File: config.mk
export PLATFORM = sky130hd
export DESIGN_NAME = part_protect
export DESIGN_NICKNAME = d
export VERILOG_FILES = /design/src/rtl/part_protect_pkg.sv /design/src/rtl/part_cycle_mon.sv /design/src/rtl/part_unlock_seq.sv /design/src/rtl/part_prot_map.sv /design/src/rtl/part_protect.sv
export SDC_FILE = /design/constraint.sdc
export NUM_CORES = 1
export LEC_CHECK = 0
export ABC_AREA = 1
export BUFFER_PORTS_ARGS = -buffer_cell sky130_fd_sc_hd__buf_2
export CAP_MARGIN = 20
export CORE_ASPECT_RATIO = 1.25
export CORE_MARGIN = 5
export CORE_UTILIZATION = 40
export DETAILED_ROUTE_END_ITERATION = 6
export MAX_ROUTING_LAYER = met4
export PLACE_DENSITY = 0.6
export SYNTH_ARGS = -nofsm -noshare
export SYNTH_HDL_FRONTEND = slang
export SYNTH_HIERARCHICAL = 1
export SYNTH_SLANG_ARGS = --single-unit
File: constraint.sdc
create_clock -name clk -period 2.05 [get_ports clk]
set_input_delay 0.615 -clock clk [delete_from_list [all_inputs] [get_ports clk]]
set_output_delay 0.615 -clock clk [all_outputs]
set_load 0.05 [all_outputs]
File: src/rtl/part_protect_pkg.sv
package part_protect_pkg;
    localparam int NIB_W   = 4;
    localparam int PARTS   = 1 << NIB_W;
    localparam int SEQ_LEN = 20;
    localparam int LOAD_N  = PARTS / NIB_W;
    localparam int TOTAL   = SEQ_LEN + LOAD_N;
    localparam int STEP_W  = $clog2(TOTAL + 1);
    localparam int IDX_W   = $clog2(LOAD_N);

    // unlock nibble for step idx, encoded {z,y,x,w}
    function automatic logic [NIB_W-1:0] seq_value(input int idx);
        logic [NIB_W-1:0] v;
        case (idx)
            0:  v = 4'hF;
            1:  v = 4'hE;
            2:  v = 4'h7;
            3:  v = 4'h7;
            4:  v = 4'h3;
            5:  v = 4'h9;
            6:  v = 4'hC;
            7:  v = 4'hE;
            8:  v = 4'h7;
            9:  v = 4'h3;
            10: v = 4'h9;
            11: v = 4'h4;
            12: v = 4'h2;
            13: v = 4'h4;
            14: v = 4'hA;
            15: v = 4'h6;
            16: v = 4'h9;
            17: v = 4'h1;
            18: v = 4'h0;
            default: v = 4'h5;
        endcase
        return v;
    endfunction
endpackage

File: src/rtl/part_cycle_mon.sv
module part_cycle_mon
    import part_protect_pkg::*;
(
    input  logic             clk,
    input  logic             rst_n,
    input  logic             ce_n,
    input  logic             we_n,
    input  logic [NIB_W-1:0] addr,
    output logic             rd_done,
    output logic             wr_done,
    output logic [NIB_W-1:0] cyc_addr
);
    typedef struct packed {
        logic             ce_prev_n;
        logic             active;
        logic             wr_seen;
        logic             rd_done;
        logic             wr_done;
        logic [NIB_W-1:0] addr;
    } mon_t;

    mon_t mon_d, mon_q;

    always_comb begin
        mon_d           = mon_q;
        mon_d.rd_done   = 1'b0;
        mon_d.wr_done   = 1'b0;
        mon_d.ce_prev_n = ce_n;
        if (!ce_n && mon_q.ce_prev_n) begin
            mon_d.active  = 1'b1;
            mon_d.addr    = addr;
            mon_d.wr_seen = !we_n;
        end else if (!ce_n && mon_q.active) begin
            mon_d.wr_seen = mon_q.wr_seen | !we_n;
        end else if (ce_n && mon_q.active) begin
            mon_d.active  = 1'b0;
            mon_d.wr_done = mon_q.wr_seen;
            mon_d.rd_done = !mon_q.wr_seen;
        end
    end

    always_ff @(posedge clk or negedge rst_n) begin
        if (!rst_n) begin
            mon_q <= '{ce_prev_n: 1'b1, active: 1'b0, wr_seen: 1'b0,
                       rd_done: 1'b0, wr_done: 1'b0, addr: '0};
        end else begin
            mon_q <= mon_d;
        end
    end

    assign rd_done  = mon_q.rd_done;
    assign wr_done  = mon_q.wr_done;
    assign cyc_addr = mon_q.addr;

    // a cycle only completes after chip enable was seen high
    p_done_on_ce_rise_r2: assert property (@(posedge clk) disable iff (!rst_n)
        (rd_done || wr_done) |-> $past(ce_n));
    // a completed cycle is never both read and write
    p_one_kind_r2: assert property (@(posedge clk) disable iff (!rst_n)
        rd_done |-> !wr_done);
endmodule

File: src/rtl/part_unlock_seq.sv
module part_unlock_seq
    import part_protect_pkg::*;
(
    input  logic             clk,
    input  logic             rst_n,
    input  logic             supply_ok,
    input  logic             rd_done,
    input  logic             wr_done,
    input  logic [NIB_W-1:0] cyc_addr,
    output logic             load_en,
    output logic [IDX_W-1:0] load_idx
);
    localparam logic [STEP_W-1:0] SEQ_END   = STEP_W'(SEQ_LEN);
    localparam logic [STEP_W-1:0] LAST_STEP = STEP_W'(TOTAL - 1);

    typedef struct packed {
        logic [STEP_W-1:0] step;
    } seq_t;

    seq_t seq_d, seq_q;
    logic adv_rd, adv_wr;

    assign adv_rd = rd_done && supply_ok;
    assign adv_wr = wr_done && supply_ok;

    always_comb begin
        seq_d    = seq_q;
        load_en  = 1'b0;
        load_idx = IDX_W'(seq_q.step - SEQ_END);
        if (adv_wr) begin
            seq_d.step = '0;
        end else if (adv_rd) begin
            if (seq_q.step < SEQ_END) begin
                if (cyc_addr == seq_value(int'(seq_q.step)))
                    seq_d.step = seq_q.step + 1'b1;
                else if (cyc_addr == seq_value(0))
                    seq_d.step = STEP_W'(1);
                else
                    seq_d.step = '0;
            end else begin
                load_en    = 1'b1;
                seq_d.step = (seq_q.step == LAST_STEP) ? '0 : seq_q.step + 1'b1;
            end
        end
    end

    always_ff @(posedge clk or negedge rst_n) begin
        if (!rst_n) seq_q <= '{step: '0};
        else        seq_q <= seq_d;
    end

    // no progress without a cycle completing under good supply
    p_hold_idle_r10: assert property (@(posedge clk) disable iff (!rst_n)
        !(supply_ok && (rd_done || wr_done)) |=> $stable(seq_q.step));
    // a write under good supply always returns to the first step
    p_write_restart_r5: assert property (@(posedge clk) disable iff (!rst_n)
        (supply_ok && wr_done) |=> (seq_q.step == '0));
    // the step never runs past the last load read
    p_step_bound_r7: assert property (@(posedge clk) disable iff (!rst_n)
        seq_q.step <= LAST_STEP);
endmodule

File: src/rtl/part_prot_map.sv
module part_prot_map
    import part_protect_pkg::*;
(
    input  logic             clk,
    input  logic             rst_n,
    input  logic             supply_ok,
    input  logic             dis,
    input  logic             load_en,
    input  logic [IDX_W-1:0] load_idx,
    input  logic [NIB_W-1:0] load_nib,
    input  logic [NIB_W-1:0] addr,
    output logic             wr_block
);
    typedef struct packed {
        logic sup_prev;
        logic dis_lat;
    } ctl_t;

    ctl_t ctl_d, ctl_q;
    logic [PARTS-1:0] map_d, map_q;

    always_comb begin
        ctl_d          = ctl_q;
        ctl_d.sup_prev = supply_ok;
        if (supply_ok != ctl_q.sup_prev) ctl_d.dis_lat = dis;
    end

    always_comb begin
        map_d = map_q;
        if (load_en) map_d[int'(load_idx)*NIB_W +: NIB_W] = load_nib;
    end

    always_ff @(posedge clk or negedge rst_n) begin
        if (!rst_n) ctl_q <= '{sup_prev: 1'b0, dis_lat: 1'b0};
        else        ctl_q <= ctl_d;
    end

    // protection map deliberately has no reset: it is retained storage
    always_ff @(posedge clk) begin
        map_q <= map_d;
    end

    assign wr_block = ctl_q.dis_lat & map_q[addr];

    // the latch holds while the supply flag is steady
    p_dis_hold_r9: assert property (@(posedge clk) disable iff (!rst_n)
        (supply_ok == ctl_q.sup_prev) |=> $stable(ctl_q.dis_lat));
    // the map changes only on a load strobe
    p_map_hold_r10: assert property (@(posedge clk) disable iff (!rst_n)
        !load_en |=> $stable(map_q));
    // blocking requires an armed latch
    p_block_armed_r8: assert property (@(posedge clk) disable iff (!rst_n)
        wr_block |-> ctl_q.dis_lat);
endmodule

File: src/rtl/part_protect.sv
module part_protect
    import part_protect_pkg::*;
(
    input  logic             clk,
    input  logic             rst_n,
    input  logic [NIB_W-1:0] addr,
    input  logic             ce_n,
    input  logic             we_n,
    input  logic             dis,
    input  logic             supply_ok,
    output logic             wr_block
);
    logic             rd_done, wr_done, load_en;
    logic [NIB_W-1:0] cyc_addr;
    logic [IDX_W-1:0] load_idx;

    part_cycle_mon u_mon (
        .clk      (clk),
        .rst_n    (rst_n),
        .ce_n     (ce_n),
        .we_n     (we_n),
        .addr     (addr),
        .rd_done  (rd_done),
        .wr_done  (wr_done),
        .cyc_addr (cyc_addr)
    );

    part_unlock_seq u_seq (
        .clk      (clk),
        .rst_n    (rst_n),
        .supply_ok(supply_ok),
        .rd_done  (rd_done),
        .wr_done  (wr_done),
        .cyc_addr (cyc_addr),
        .load_en  (load_en),
        .load_idx (load_idx)
    );

    part_prot_map u_map (
        .clk      (clk),
        .rst_n    (rst_n),
        .supply_ok(supply_ok),
        .dis      (dis),
        .load_en  (load_en),
        .load_idx (load_idx),
        .load_nib (cyc_addr),
        .addr     (addr),
        .wr_block (wr_block)
    );

    // a load never happens under bad supply
    p_no_load_bad_supply_r10: assert property (@(posedge clk) disable iff (!rst_n)
        load_en |-> supply_ok);
endmodule

==> summary.md <==
| Metric | Value |
|---|---|
| Status | finished with violations |
| Failing checks | negative setup slack |
| Worst-path fanout max | 8 |
| Gpl congestion | a little over 0.8 |
| WL final | slightly above 4 mm |
| Die Wd | 74.3 um |
| Detail Route Antenna Nets | 0 |
| DRC | 0 |
| Maxcap violations | 0 |
| Final Util | 46.5% |
| Row count | 29 |
| Clock Skew | 0.00927 ns |
| DR vias | between 1,500 and 2,000 |
| Final instance area | around 2300 um^2 |
| Vias per cell | approximately 4.7 |
| Synthesized instance count | roughly 260 |
| Placed Instance Area | 2180 um^2 |
| Port bufs | 10 |
| Critical path endpoint category | primary output |
| Synthesis-to-finish area growth | 13.4% |
| Ant diodes | 0 |
| IO Pins | 11 |
| Layout Nets | 295 |
| CTS tree | built |
| # hold bufs at CTS | 0 |
| Cells along the critical path | buf_12, clkinv_8, nand2_2, nand2_1, nand2_1, nand3_2, nand3_2, a21oi_4, buf_6 |
| Final Max Slew Viols | 0 |
| Num CTS Buffers | 5 |
| Initial detailed-routing violation count | 44 |
| Tot GR Track Use | 13.4% |
| Longest Clk Path Bufs | 2 |
| Crit path max-delay family | buffers and inverters |
| Syn Area/Cell | 8.02 um^2 |
| Pwr dens | approximately 650 nW/um^2 |
| Detailed placement HPWL | just over 3 mm |
| Vias in the first global route | around 1,500 |
| Area share of the largest cell type after synthesis | a little under a quarter |
| Drt pass-1 iters | 4 |
| CP max stage cell | buf_6 |
| Largest area contributor in the netlist | edfxtp_1 |
| Power consumption | 1.52 mW |
| Worst skew pair latency | 0.29 ns |
| Synth top area cells | edfxtp_1, dfrtp_1, nand2_1 |
| RSZ-0062 raised after global routing | true |
| Register area share after synthesis | between 40% and 50% |
| Final Hold Fails | 0 |
| Peak supply drop | about 0.24 mV |
| Die Area | 6720 um^2 |
| Required @ worst endpoint | between 1 and 1.5 ns |
| WP buf/inv | 3 |
| Yosys cell types | 31 |
| WS Path Type | primary input to primary output |
| Worst hold path class | primary input to async pin |
| Wirelength per Cell | between 10 and 15 um |
| Worst slew pin tran | around 0.65 ns |
| Chip height | between 90 and 100 um |
| Ys Warns | 6 |
| Placed Cells | 328 |
| Leakage power | 1.14 nW |
| Total grt overflow | 0 |
| Antenna violations before repair | 0 |
| Final setup viols | 1 |
| Layout cells sized above 1 | 25.5% |
| Core ar. | around 5000 um^2 |
| Setup ws final | -0.00827 ns |
| Initial core utilization | slightly above 40% |
| Root buffer selected by CTS | clkbuf_8 |
| Global-route wire length before repair | roughly 7 mm |
| Final Hold Slack | 0.233 ns |
| H-tree levels | 2 |
| Clock sinks | 32 |
| Max incr delay on CP | 0.17 ns |
| Clock-pin slew on the worst setup and hold paths | 0.08 ns |
| FF+latch count, synth | 32 |
| Slew Limit Headroom | 56.0% |
| Fmax achieved | slightly below 500 MHz |
| Crit path DAT | between 1 and 1.5 ns |
| Worst Setup Start Kind | primary input |
| Syn nets | approximately 280 |
| Setup Buffers After CTS | 0 |
| Final cell count without fillers | about 340 |
| Pin count of the biggest net entering global routing | 17 |
| Mapped cell area | 2070 um^2 |
| Period utilisation layout | 100% |
| Crit path time final | just over 2 ns |
==> synthesized netlist by cell type <==
library cell	count
xor2_1	1
inv_4	1
inv_1	33
nor2_1	13
buf_6	2
a21oi_1	3
o21ai_2	2
inv_8	1
inv_2	9
dfstp_2	1
o21ai_0	3
dfrtp_1	15
edfxtp_1	16
nand3_2	8
nor3_1	12
xnor2_1	1
nor2_2	3
nand2_2	12
o22ai_1	1
o21ai_1	1
or2_1	2
nand3_1	24
buf_4	7
a21oi_2	1
buf_2	1
nand2_1	70
nor2_4	1
o211ai_1	1
nor4_1	1
ha_1	11
or2_0	1
==> placed cells by master (no fill, tap or decap), types with 2 or more instances in the layout <==
cell type  count
clkbuf_8       5
edfxtp_1      16
or2_1          2
o21ai_2        2
nand3_1       24
ha_1          11
a21oi_1        3
inv_1         32
nor3_1        12
buf_2          8
clkbuf_16      2
inv_4          2
nand3_2        8
nor2_2         3
buf_4          8
o21ai_0        3
inv_2         10
dfrtp_1       14
nand2_2       14
nor2_1        13
nand2_1       68
==> state kept, by name, summed over array words and instances, names as in the netlist <==
| register | flops |
|---|---|
| u_mon/cyc_addr | 4 |
| u_map/map_q | 16 |
| u_mon/mon_q | 3 |
| u_seq/seq_q | 5 |
| u_map/ctl_q | 2 |
| u_mon/rd_done | 1 |
| u_mon/wr_done | 1 |
==> stage by stage <==
stage | setup WS, ns | TNS (ns)
after global routing | -0.0339 | -0.0339
after floorplan | 0.0150 | 0
after global placement | -0.158 | -0.158
after detailed placement | -0.178 | -0.178
final | -0.00827 | -0.00827
after CTS | 0.00641 | 0
==> what timing repair did <==
action | CTS | global route
hold endpoints to repair | 0 | 0
endpoints found under the setup margin | 1 | 3
gates resized for setup | 5 | 6
gates cloned | 0 | 1
pin swaps | 0 | 3
==> layout make-up <==
class                   instances  area [um^2]
fillers                       492         2700
multi-input cells             172          945
flip-flops and latches         32          883
inverters                      44          180
repair buffers                 19          156
clock buffers                   6         93.8
well taps                      62         77.6
clock inverters                 2         11.3
==> cells by family after synthesis <==
kind of cell	share of synthesized area [%]
buffers and inverters	12.3
flip-flops	42.6
AND/OR/NAND/NOR	33.9
XOR/XNOR	0.847
adder cells (fa/ha/maj)	6.65
AO/OA/AOI/OAI	3.63
==> path summary, 6_finish.rpt <==
check,startpoint,slack (ns),endpoint,cells past startpoint
max,addr[0],-0.008,wr_block,9
min,rst_n,0.23,u_mon/rd_done,1
max reg2reg,u_seq/seq_q[0],0.17,u_seq/seq_q[4],13
min reg2reg,u_mon/mon_q[6],0.47,u_mon/rd_done,1
max in group asynchronous,rst_n,1.51,u_mon/mon_q[8],1
min in group clk,ce_n,0.45,u_mon/mon_q[8],1
==> where the power goes <==
group	leakage, nW	internal, mW	total, mW	switching [mW]
registers	0.321	0.700	0.722	0.0227
clock network	0.0566	0.311	0.565	0.254
logic	0.762	0.0868	0.229	0.142
==> routing by layer <==
metal	wire, um	vias up	GRT usage (%)
li1	-	836	-
met1	1720	717	15.5
met2	2070	25	21.8
met3	139	8	3.34
met4	95	0	5.64
met5	0	-	-
(Power assumes the default switching activity.)
